===== src/rtl/bsq_pkg.sv =====
package bsq_pkg;
    localparam int BEAT_W = 2;
    typedef logic [BEAT_W-1:0] beat_t;
    typedef enum logic {
        ORD_LINEAR      = 1'b0,
        ORD_INTERLEAVED = 1'b1
    } order_e;
endpackage


===== src/rtl/bsq_beat_ctr.sv =====
module bsq_beat_ctr
    import bsq_pkg::*;
(
    input  logic  clk,
    input  logic  rst_n,
    input  logic  load_i,
    input  logic  adv_i,
    output beat_t beat_o
);
    typedef struct packed {
        beat_t beat;
    } ctr_s;

    ctr_s ctr_d, ctr_q;

    always_comb begin
        ctr_d = ctr_q;
        if (load_i) begin
            ctr_d.beat = '0;
        end else if (adv_i) begin
            ctr_d.beat = beat_t'(ctr_q.beat + beat_t'(1));
        end
    end

    always_ff @(posedge clk) begin
        if (!rst_n) ctr_q <= '0;
        else        ctr_q <= ctr_d;
    end

    assign beat_o = ctr_q.beat;

    // load restarts at beat 0 even with advance
    p_load_restart_r8: assert property (@(posedge clk) disable iff (!rst_n)
        load_i |=> (beat_o == '0));

    // advance steps by one, wrapping modulo four
    p_step_r7: assert property (@(posedge clk) disable iff (!rst_n)
        (adv_i && !load_i) |=> (beat_o == beat_t'($past(beat_o) + beat_t'(1))));

    // suspend holds the beat
    p_hold_r4: assert property (@(posedge clk) disable iff (!rst_n)
        (!adv_i && !load_i) |=> $stable(beat_o));
endmodule


===== src/rtl/bsq_addr_map.sv =====
module bsq_addr_map
    import bsq_pkg::*;
(
    input  beat_t  start_i,
    input  beat_t  beat_i,
    input  order_e order_i,
    output beat_t  addr_o
);
    beat_t xor_addr;
    beat_t lin_addr;

    for (genvar g = 0; g < BEAT_W; g++) begin : g_xor_bit
        assign xor_addr[g] = start_i[g] ^ beat_i[g];
    end

    assign lin_addr = beat_t'(start_i + beat_i);

    always_comb begin
        addr_o = (order_i == ORD_INTERLEAVED) ? xor_addr : lin_addr;
    end
endmodule


===== src/rtl/bsq_burst_seq.sv =====
module bsq_burst_seq
    import bsq_pkg::*;
#(
    parameter int ADDR_W = 16
) (
    input  logic                     clk,
    input  logic                     rst_n,
    input  logic                     load_i,
    input  logic                     adv_i,
    input  logic                     order_i,
    input  logic [ADDR_W-1:0]        addr_i,
    output logic [BEAT_W-1:0]        burst_lo_o,
    output logic [ADDR_W-BEAT_W-1:0] addr_hi_o
);
    localparam int HI_W = ADDR_W - BEAT_W;

    typedef struct packed {
        logic [HI_W-1:0] hi;
        beat_t           start;
    } cap_s;

    cap_s  cap_d, cap_q;
    beat_t beat;
    beat_t mapped;

    always_comb begin
        cap_d = cap_q;
        if (load_i) begin
            cap_d.hi    = addr_i[ADDR_W-1:BEAT_W];
            cap_d.start = addr_i[BEAT_W-1:0];
        end
    end

    always_ff @(posedge clk) begin
        if (!rst_n) cap_q <= '0;
        else        cap_q <= cap_d;
    end

    bsq_beat_ctr u_ctr (
        .clk    (clk),
        .rst_n  (rst_n),
        .load_i (load_i),
        .adv_i  (adv_i),
        .beat_o (beat)
    );

    bsq_addr_map u_map (
        .start_i (cap_q.start),
        .beat_i  (beat),
        .order_i (order_e'(order_i)),
        .addr_o  (mapped)
    );

    assign burst_lo_o = mapped;
    assign addr_hi_o  = cap_q.hi;

    // the first beat after a load is the captured start
    p_first_beat_r2: assert property (@(posedge clk) disable iff (!rst_n)
        load_i |=> (burst_lo_o == $past(addr_i[BEAT_W-1:0])));

    // upper bits follow a load and are otherwise frozen
    p_hi_capture_r3: assert property (@(posedge clk) disable iff (!rst_n)
        load_i |=> (addr_hi_o == $past(addr_i[ADDR_W-1:BEAT_W])));
    p_hi_frozen_r3: assert property (@(posedge clk) disable iff (!rst_n)
        !load_i |=> $stable(addr_hi_o));

    // with order fixed, suspend freezes the output
    p_suspend_r4: assert property (@(posedge clk) disable iff (!rst_n)
        (!load_i && !adv_i && $stable(order_i)) |=> $stable(burst_lo_o));
endmodule


===== config.mk =====
export PLATFORM = sky130hd
export DESIGN_NAME = bsq_burst_seq
export DESIGN_NICKNAME = d
export VERILOG_FILES = /design/src/rtl/bsq_pkg.sv /design/src/rtl/bsq_beat_ctr.sv /design/src/rtl/bsq_addr_map.sv /design/src/rtl/bsq_burst_seq.sv
export SDC_FILE = /design/constraint.sdc
export NUM_CORES = 1
export LEC_CHECK = 0
export ABC_AREA = 1
export ABC_CLOCK_PERIOD_IN_PS = 1100
export BUFFER_PORTS_ARGS = -buffer_cell sky130_fd_sc_hd__buf_2
export CAP_MARGIN = 10
export CORE_MARGIN = 3
export CORE_UTILIZATION = 44
export DETAILED_ROUTE_END_ITERATION = 6
export GPL_TIMING_DRIVEN = 0
export PLACE_DENSITY = 0.86
export SLEW_MARGIN = 25
export SYNTH_ARGS = -nofsm -noshare
export SYNTH_HDL_FRONTEND = slang
export SYNTH_SLANG_ARGS = --single-unit

===== constraint.sdc =====
create_clock -name clk -period 1.1 [get_ports clk]
set_clock_uncertainty 0.05 [all_clocks]
set_input_delay 0.055 -clock clk [delete_from_list [all_inputs] [get_ports clk]]
set_output_delay 0.055 -clock clk [all_outputs]
set_load 0.01 [all_outputs]

# Word-level counts from Yosys, hierarchy flattened
# Cells that the tools add are included.
# word_totals
ramBits,0
memories,0
reg_bits,18
in_bits,21
out_inout_bits,16
latch_bits,0
rom_bits,0
# classes
reduce_logical,1
shift,0
n_mux,1
n_bitwise,3
n_lt_le_gt_ge,0
n_eq_ne,0
div_mod_pow,0
n_mul,0
addsub,2
# ops
operator,count
$add A2 B1 Y2 const B,1
$add A2 B2 Y2,1
$mux W2,1
$reduce_or A2 Y1,1
$xor A1 B1 Y1,2
$not A1 Y1,1

# Depth between registers and ports, before layout
# Gate-level depths: netlist of run 1.
# logic_depth
word_depth,2
ltp_mapped,6
depth_no_buf,6

# Modules after synthesis
# A second synthesis of run 1 with hierarchy kept.
# hier_totals
hier_cells,145
hier_area_um2,948.4
# modules_own_cells
module,area_per_inst_um2,cells_each,n_inst
bsq_burst_seq,779.5,115,1
bsq_beat_ctr,101.3,15,1
bsq_addr_map,67.6,15,1

# Worst setup path after synthesis of run 1
# No wires, ideal clock.
# synth_timing
path_kind,reg-to-output
start,reg u_ctr.ctr_q (netlist bit u_ctr.beat_o[0])
end,out burst_lo_o[1]
arrival_ns,0.747
t_required_ns,0.995
path_buffers,0
stages_incl_launch_ff,7
slack_ns,0.248
path_cell_list,dfxtp_1 -> ha_1 -> inv_1 -> nor2_1 -> nand3_1 -> nand2_1 -> inv_1
# synth_via
elab_chain_cells,2
# synth_lines
element,line_no,source
from (decl),bsq_beat_ctr.sv:14,"ctr_s ctr_d, ctr_q;"
from (signal assigned),bsq_beat_ctr.sv:27,else ctr_q <= ctr_d;
$add A2 B2 Y2,bsq_addr_map.sv:16,assign lin_addr = beat_t'(start_i + beat_i);
$mux W2,bsq_addr_map.sv:19,addr_o = (order_i == ORD_INTERLEAVED) ? xor_addr : lin_addr;
to (decl),bsq_burst_seq.sv:12,"output logic [BEAT_W-1:0] burst_lo_o,"
# Every way passes these cells.

# Worst setup path after layout of run 1
# layout_timing
start,reg cap_q[0] (netlist name)
end,out burst_lo_o[1]
# layout_via
elab_chain_cells,2
# layout_lines
element,line_no,source
from (decl),bsq_burst_seq.sv:22,"cap_s cap_d, cap_q;"
from (signal assigned),bsq_burst_seq.sv:36,else cap_q <= cap_d;
$add A2 B2 Y2,bsq_addr_map.sv:16,
$mux W2,bsq_addr_map.sv:19,
# Every way passes these cells.

==> flow_metrics.py, run 1 <==
metrics = {
    "run_status": {
        "status": "finished with violations",
        "violations": "negative hold slack, negative setup slack",
    },
    "final_layout": {
        "area_growth_pct": 53.7,
        "diodes": 0,
        "final_nets": 186,
        "fill_cells": 139,
        "fin_util": 0.760,
        "drive_gt1_frac": 0.393,
        "fin_cells": 187,
    },
    "route": {
        "wl_per_cell_um": 11.1,
        "drt_iter0_markers": 10,
        "vias": 849,
        "vias_per_cell": 4.54,
        "drt_wl_total_mm": 2.08,
        "drc": 0,
        "dr.pass1.iters": 4,
        "detail-route-antenna-nets": 0,
    },
    "placement": {
        "place_congestion": 0.705,
        "dp_hpwl_mm": 1.32,
        "post-place-cells": 167,
        "place_worst_setup_slack_ps": 39.9,
        "numPortBuffers": 36,
    },
    "floorplanning": {
        "die_area_um2": 2360,
        "start_util": 0.495,
        "pin_count": 37,
        "fp-row-count": 14,
        "die-width_um": 48.6,
        "die_y_um": 48.6,
        "coreArea_um2": 1610,
    },
    "global_routing": {
        "grt_pass1_wl_mm": 3.51,
        "overflow": 0,
        "antenna_found_initial": 0,
        "grt_max_degree": 11,
        "grt_pass1_vias": 824,
        "grt_usage": 0.187,
    },
    "power": {
        "ir_worst_vdd_mv": 1.00,
        "power.total_mw": 1.42,
        "total_leakage_power_nw": 0.642,
        "power_density_nw_per_um2": 1160,
    },
    "setup_path": {
        "cpPeakStageDelay_ps": 370,
        "cp-start-kind": "register",
        "arrival_ps": 1190,
        "crit_type": "register to output port",
        "cp_cell_sequence": "ha_4 > inv_2 > nor2_2 > nand3_1 > nand2_1 > inv_1 > buf_2",
        "r2r_start": "u_ctr.beat_o[0]$_SDFFE_PP0P_",
        "r2r_cells": 5,
        "endpoint": "burst_lo_o[1]",
        "cp-end-kind": "output port",
        "timing.rr.end": "u_ctr.beat_o[1]$_SDFFE_PP0P_",
        "critPathRequiredTime_ps": 1000,
        "crit_fanout": 2,
        "crit_path_start": "cap_q[0]$_SDFFE_PN0P_",
        "rrSetupSlack_ps": 220,
        "crit_slowest_cell": "dfxtp_2",
    },
    "worst_hold_path": {
        "holdCritPathClass": "input pin to register",
        "whs_path_depth": 3,
    },
    "synth": {
        "synth_area_um2": 797,
        "synth_seq_cells": 18,
        "synth_area_per_cell_um2": 7.45,
        "yosysSeqAreaShare": 0.452,
        "syn_nets": 129,
        "yosysWarnings": 0,
        "synthDistinctLibCells": 13,
        "synthCells": 107,
    },
    "clocking": {
        "cts-root-buf": "clkbuf_4",
        "htreeDepth": 1,
        "path_clk_slew_ps": 90,
        "clkLatencyLatePin_ps": 290,
        "cts_tree": "built",
        "numCtsBuffers": 3,
        "numClockSinks": 18,
        "clockBufferDepth": 2,
    },
    "timing": {
        "fin_hold_ws_ps": -8.80,
        "tightest_slew_ps": 175,
        "fin_crit_ps": 1300,
        "drv_slew": 0,
        "hold_viol": 1,
        "slew-limit-headroom": 0.882,
        "setup_slack_ps": -197,
        "max_freq_mhz": 771,
        "fin_crit_sh": 1.18,
        "rsz0062_at_grt": "yes",
        "setup_violations": 1,
    },
    "flow_run": {
        "cap_violations": 0,
    },
}
[power breakdown]
part	total, mW	switching, mW	internal, mW
registers	0.719	0.0236	0.695
logic	0.304	0.130	0.174
clock network	0.398	0.197	0.202
total	1.42	0.350	1.07
[synth_stat cells]
| library cell | n | area, um2 |
|---|---|---|
| clkbuf_2 | 1 | 5.00 |
| o21ai_0 | 18 | 90.1 |
| nand3_1 | 2 | 10.0 |
| a21oi_1 | 1 | 5.00 |
| buf_4 | 14 | 105 |
| dfxtp_1 | 18 | 360 |
| nor2_1 | 35 | 131 |
| inv_2 | 1 | 3.75 |
| clkbuf_8 | 1 | 13.8 |
| inv_1 | 7 | 26.3 |
| ha_1 | 1 | 12.5 |
| nand2_1 | 7 | 26.3 |
| clkbuf_4 | 1 | 7.51 |
[per-layer routing]
metal,up-vias,share of wire,wire (um),global-route usage
li1,434,-,-,-
met1,379,0.39,820,0.199
met2,27,0.54,1120,0.349
met3,9,0.037,77,0.0307
met4,0,0.032,67,0.0995
met5,-,0,0,0
[cell families after synthesis]
| kind of cell | Yosys count | share of synthesized area |
|---|---|---|
| flops | 18 | 0.452 |
| simple gates | 44 | 0.210 |
| buf+inv | 25 | 0.203 |
| compound gates | 19 | 0.119 |
| fa+ha+maj | 1 | 0.0157 |
[worst min-delay path by stage]
stage	from	end	slack (ps)
global placement	addr_i[14]	addr_hi_o[12]$_SDFFE_PN0P_	230
CTS	adv_i	u_ctr.beat_o[0]$_SDFFE_PP0P_	7
floorplan	addr_i[4]	addr_hi_o[2]$_SDFFE_PN0P_	140
global route	rst_n	addr_hi_o[2]$_SDFFE_PN0P_	20
detailed placement	addr_i[6]	addr_hi_o[4]$_SDFFE_PN0P_	230
finish	adv_i	u_ctr.beat_o[0]$_SDFFE_PP0P_	-9
[per-stage QoR]
| stage | hold WS, ps | instance area (um2) | setup TNS [ps] |
|---|---|---|---|
| after global routing | 19.9 | 1220 | -276 |
| final | -8.80 | 1220 | -197 |
| after CTS | 6.56 | 1200 | -284 |
| after floorplan | 140 | 797 | 0 |
| after detailed placement | 234 | 1010 | 0 |
| after global placement | 227 | 1010 | 0 |
[flip-flops by register name (all words and copies together), names as in the netlist]
| signal | cells |
|---|---|
| addr_hi_o | 14 |
| cap_q | 2 |
| u_ctr.beat_o | 2 |
[what timing repair did]
action,in CTS,in global routing
hold buffers,15,0
hold endpoints to repair,15,0
setup buffers,1,0
endpoints found under the setup margin,2,2
resized for setup,2,4
[critical path, delay by kind of cell (launching register included)]
family                   cells  cell delay (ps)
flip-flops                   1              370
AND/OR/NAND/NOR              3              200
buffers and inverters        3              200
adder cells (fa/ha/maj)      1              140
[area by class of cell]
cell class,count,area (um2),area share
Buffer,17,131,0.107
Timing Repair Buffer,52,344,0.281
Sequential cell,18,363,0.296
Clock buffer,4,36.3,0.0296
Inverter,8,30.0,0.0245
Tap cell,24,30.0,0.0245
Multi-Input combinational cell,64,290,0.237
[cell usage in the layout (no fill, tap or decap)]
cell,instances
buf_6,1
clkbuf_8,2
buf_2,35
o21ai_0,18
nor2_2,1
dlygate4sd3_1,15
clkbuf_4,4
buf_4,15
clkbuf_2,1
a21oi_1,1
nor2_1,34
ha_4,1
dfxtp_2,2
inv_2,2
dfxtp_1,16
nand2_1,7
nand3_1,2
inv_1,6
No activity file was read; power rests on OpenSTA's default activity.
==> run 2, diff against run 1 <==
--- a/config.mk
+++ b/config.mk
@@ -5,12 +5,11 @@
 export SDC_FILE = /design/constraint.sdc
 export NUM_CORES = 1
 export LEC_CHECK = 0
-export ABC_AREA = 1
 export ABC_CLOCK_PERIOD_IN_PS = 1100
 export BUFFER_PORTS_ARGS = -buffer_cell sky130_fd_sc_hd__buf_2
 export CAP_MARGIN = 10
 export CORE_MARGIN = 3
-export CORE_UTILIZATION = 44
+export CORE_UTILIZATION = 45
 export DETAILED_ROUTE_END_ITERATION = 6
 export GPL_TIMING_DRIVEN = 0
 export PLACE_DENSITY = 0.86
==> run 2 against run 1 <==
Against the previous run: the flow still finishes with violations (negative hold slack, negative setup slack); combinational power decreased by 6.6%; synthesized cell count is 28% lower; utilization decreased by 6.3 points; sequential power shrank 1%; sequential share of layout area up 0.21 points; first-iteration DRC count shrank 100%; routed wire length decreased by 19%; clock power about the same; power fell by 1.9%; non-clock buffer count shrank 7; critical path type unchanged; largest power group unchanged.
==> flow_metrics.py, run 2 <==
metrics = {
    "synth": {
        "synth_seq_cells": 18,
        "synth_edf_count": 0,
        "synth_top_area_cell": "dfxtp_1",
        "synth_ff_type": "dfxtp_1",
        "netlist.area_leader.share": 0.425,
        "synth.most_common_cell": "dfxtp_1",
        "yosysWarnings": 0,
        "synth_area_per_cell_um2": 11.0,
        "synthCells": 77,
        "yosysSeqAreaShare": 0.425,
        "synthDistinctLibCells": 14,
        "ys_top_cells_by_area": "dfxtp_1 43%, mux2i_1 19%, nor2b_1 13%, buf_4 12%, xnor2_1 3.1%",
        "async_flop_share": 0,
        "synth.top_cells.by_count": "18 x dfxtp_1, 17 x nor2b_1, 16 x mux2i_1, 14 x buf_4, 3 x xnor2_1",
        "syn_nets": 99,
        "synth_area_um2": 847,
    },
    "setup_path": {
        "rrSetupSlack_ps": 180,
        "r2r_start": "u_ctr.beat_o[0]$_SDFFE_PP0P_",
        "crit_type": "register to output port",
        "cp-start-kind": "register",
        "cp_num_buf_inv": 1,
        "arrival_ps": 1150,
        "cp_cell_sequence": "ha_4 > nor2b_4 > xnor2_1 > buf_2",
        "cp-end-kind": "output port",
        "crit_fanout": 2,
        "cpPeakStageDelay_ps": 370,
        "cp_top_family": "flip-flops",
        "critPathRequiredTime_ps": 1000,
        "timing.rr.end": "u_ctr.beat_o[1]$_SDFFE_PP0P_",
        "r2r_cells": 3,
        "crit_path_start": "cap_q[0]$_SDFFE_PN0P_",
        "crit_slowest_cell": "dfxtp_2",
    },
    "timing": {
        "setup_slack_ps": -157,
        "fin_hold_ws_ps": -8.00,
        "max_freq_mhz": 795,
        "hold_viol": 3,
        "fin_crit_ps": 1260,
        "rsz0062_at_grt": "yes",
        "tightest_slew_ps": 144,
        "setup_violations": 1,
        "fin_crit_sh": 1.14,
        "slew-limit-headroom": 0.901,
        "drv_slew": 0,
    },
    "final_layout": {
        "final_nets": 149,
        "largest_register_ffs": 14,
        "regArea_um2": 363,
        "fin_util": 0.697,
        "multiInputGateArea_um2": 365,
        "area_growth_pct": 43.6,
        "fill_cells": 132,
        "fin_area_um2": 1220,
        "layout_common_cells": "35 x buf_2, 16 x mux2i_1, 16 x nor2b_1, 16 x dfxtp_1, 15 x buf_4",
        "layout_commonest_cell": "buf_2",
        "fin_cells": 151,
        "drive_gt1_frac": 0.500,
        "diodes": 0,
    },
    "floorplanning": {
        "die_y_um": 49.4,
        "coreArea_um2": 1750,
        "die-width_um": 49.4,
        "die_area_um2": 2440,
        "pin_count": 37,
        "start_util": 0.485,
        "fp-row-count": 15,
    },
    "route": {
        "dr.pass1.iters": 1,
        "wl_per_cell_um": 11.2,
        "drc": 0,
        "drt_iter0_markers": 0,
        "drt_wl_total_mm": 1.69,
        "vias": 647,
        "vias_per_cell": 4.28,
        "detail-route-antenna-nets": 0,
    },
    "run_status": {
        "status": "finished with violations",
        "violations": "negative hold slack, negative setup slack",
    },
    "worst_hold_path": {
        "holdCritPathClass": "input pin to register",
        "whs_path_depth": 3,
        "hp-start": "addr_i[4]",
        "min_to": "addr_hi_o[2]$_SDFFE_PN0P_",
    },
    "placement": {
        "dpl_cell_area_um2": 1050,
        "dp_hpwl_mm": 1.22,
        "post-place-cells": 137,
        "place_worst_setup_slack_ps": 15.2,
        "place_congestion": 0.600,
        "numPortBuffers": 35,
    },
    "power": {
        "total_leakage_power_nw": 0.615,
        "power_density_nw_per_um2": 1150,
        "ir_worst_vdd_mv": 0.787,
    },
    "clocking": {
        "cts-root-buf": "clkbuf_4",
        "numClockSinks": 18,
        "clockBufferDepth": 2,
        "cts_tree": "built",
        "clkLatencyLatePin_ps": 280,
        "numCtsBuffers": 3,
        "path_clk_slew_ps": 100,
        "htreeDepth": 1,
    },
    "flow_run": {
        "cap_violations": 0,
    },
    "global_routing": {
        "grt_max_degree": 11,
        "antenna_found_initial": 0,
        "overflow": 0,
        "grt_usage": 0.154,
        "grt_pass1_vias": 718,
        "grt_pass1_wl_mm": 3.06,
    },
}
==> run 2: logic make-up (layout without fill, tap and decap cells) <==
logic type	count (synthesis)	in the layout	synth area share
AO/OA/AOI/OAI	2	2	0.0177
XOR/XNOR	3	3	0.0310
adder cells (fa/ha/maj)	1	1	0.0148
buffers and inverters	17	66	0.167
flip-flops	18	18	0.425
multiplexers	16	16	0.189
AND/OR/NAND/NOR	20	20	0.155
==> run 2: worst max-delay path by stage <==
stage / to / depth (start not counted)
2_1_floorplan: burst_lo_o[1] / 3
3_3_place_gp: burst_lo_o[1] / 4
3_5_place_dp: burst_lo_o[1] / 4
4_1_cts: burst_lo_o[1] / 4
5_1_grt: burst_lo_o[1] / 4
6_report: burst_lo_o[1] / 4
==> run 2: final cells by class <==
| cell class | instances | area share |
|---|---|---|
| buffer | 17 | 0.116 |
| tap | 25 | 0.0257 |
| multi-input combinational | 42 | 0.300 |
| timing repair buffer | 45 | 0.229 |
| sequential | 18 | 0.298 |
| clock buffer | 4 | 0.0298 |
==> run 2: repair_timing <==
item                       in CTS  in global routing
setup endpoints to repair       2                  2
pin swaps                       2                  2
gates resized for setup         7                  0
buffers inserted                1                  0
hold buffers                    9                  0
hold endpoints to repair        9                  0
==> run 2: worst reg2reg max path: cells and delay by family, from the launching register on <==
family / cells / cell delay, ps
flip-flops: 1 / 350
AO/OA/AOI/OAI: 2 / 320
buffers and inverters: 1 / 140
==> run 2: per-layer routing <==
| layer | share of wire | GRT usage | routed length (um) |
|---|---|---|---|
| met5 | 0 | 0 | 0 |
| met4 | 0 | 0.0138 | 0 |
| met3 | 0.076 | 0.0428 | 128 |
| met2 | 0.52 | 0.297 | 881 |
| met1 | 0.40 | 0.172 | 682 |
==> run 2: stage by stage <==
stage / power (mW) / hold slack, ps / TNS [ps]
after floorplan: 0.882 / 129 / 0
after global placement: 0.961 / 261 / 0
after detailed placement: 0.973 / 272 / 0
after CTS: 1.40 / 0.247 / -181
after global routing: 1.46 / 9.87 / -253
final: 1.39 / -8.00 / -157
==> run 2: power breakdown <==
group	total (mW)	switching, mW	internal [mW]
combinational	0.284	0.106	0.178
clock	0.398	0.197	0.201
sequential	0.712	0.0224	0.690
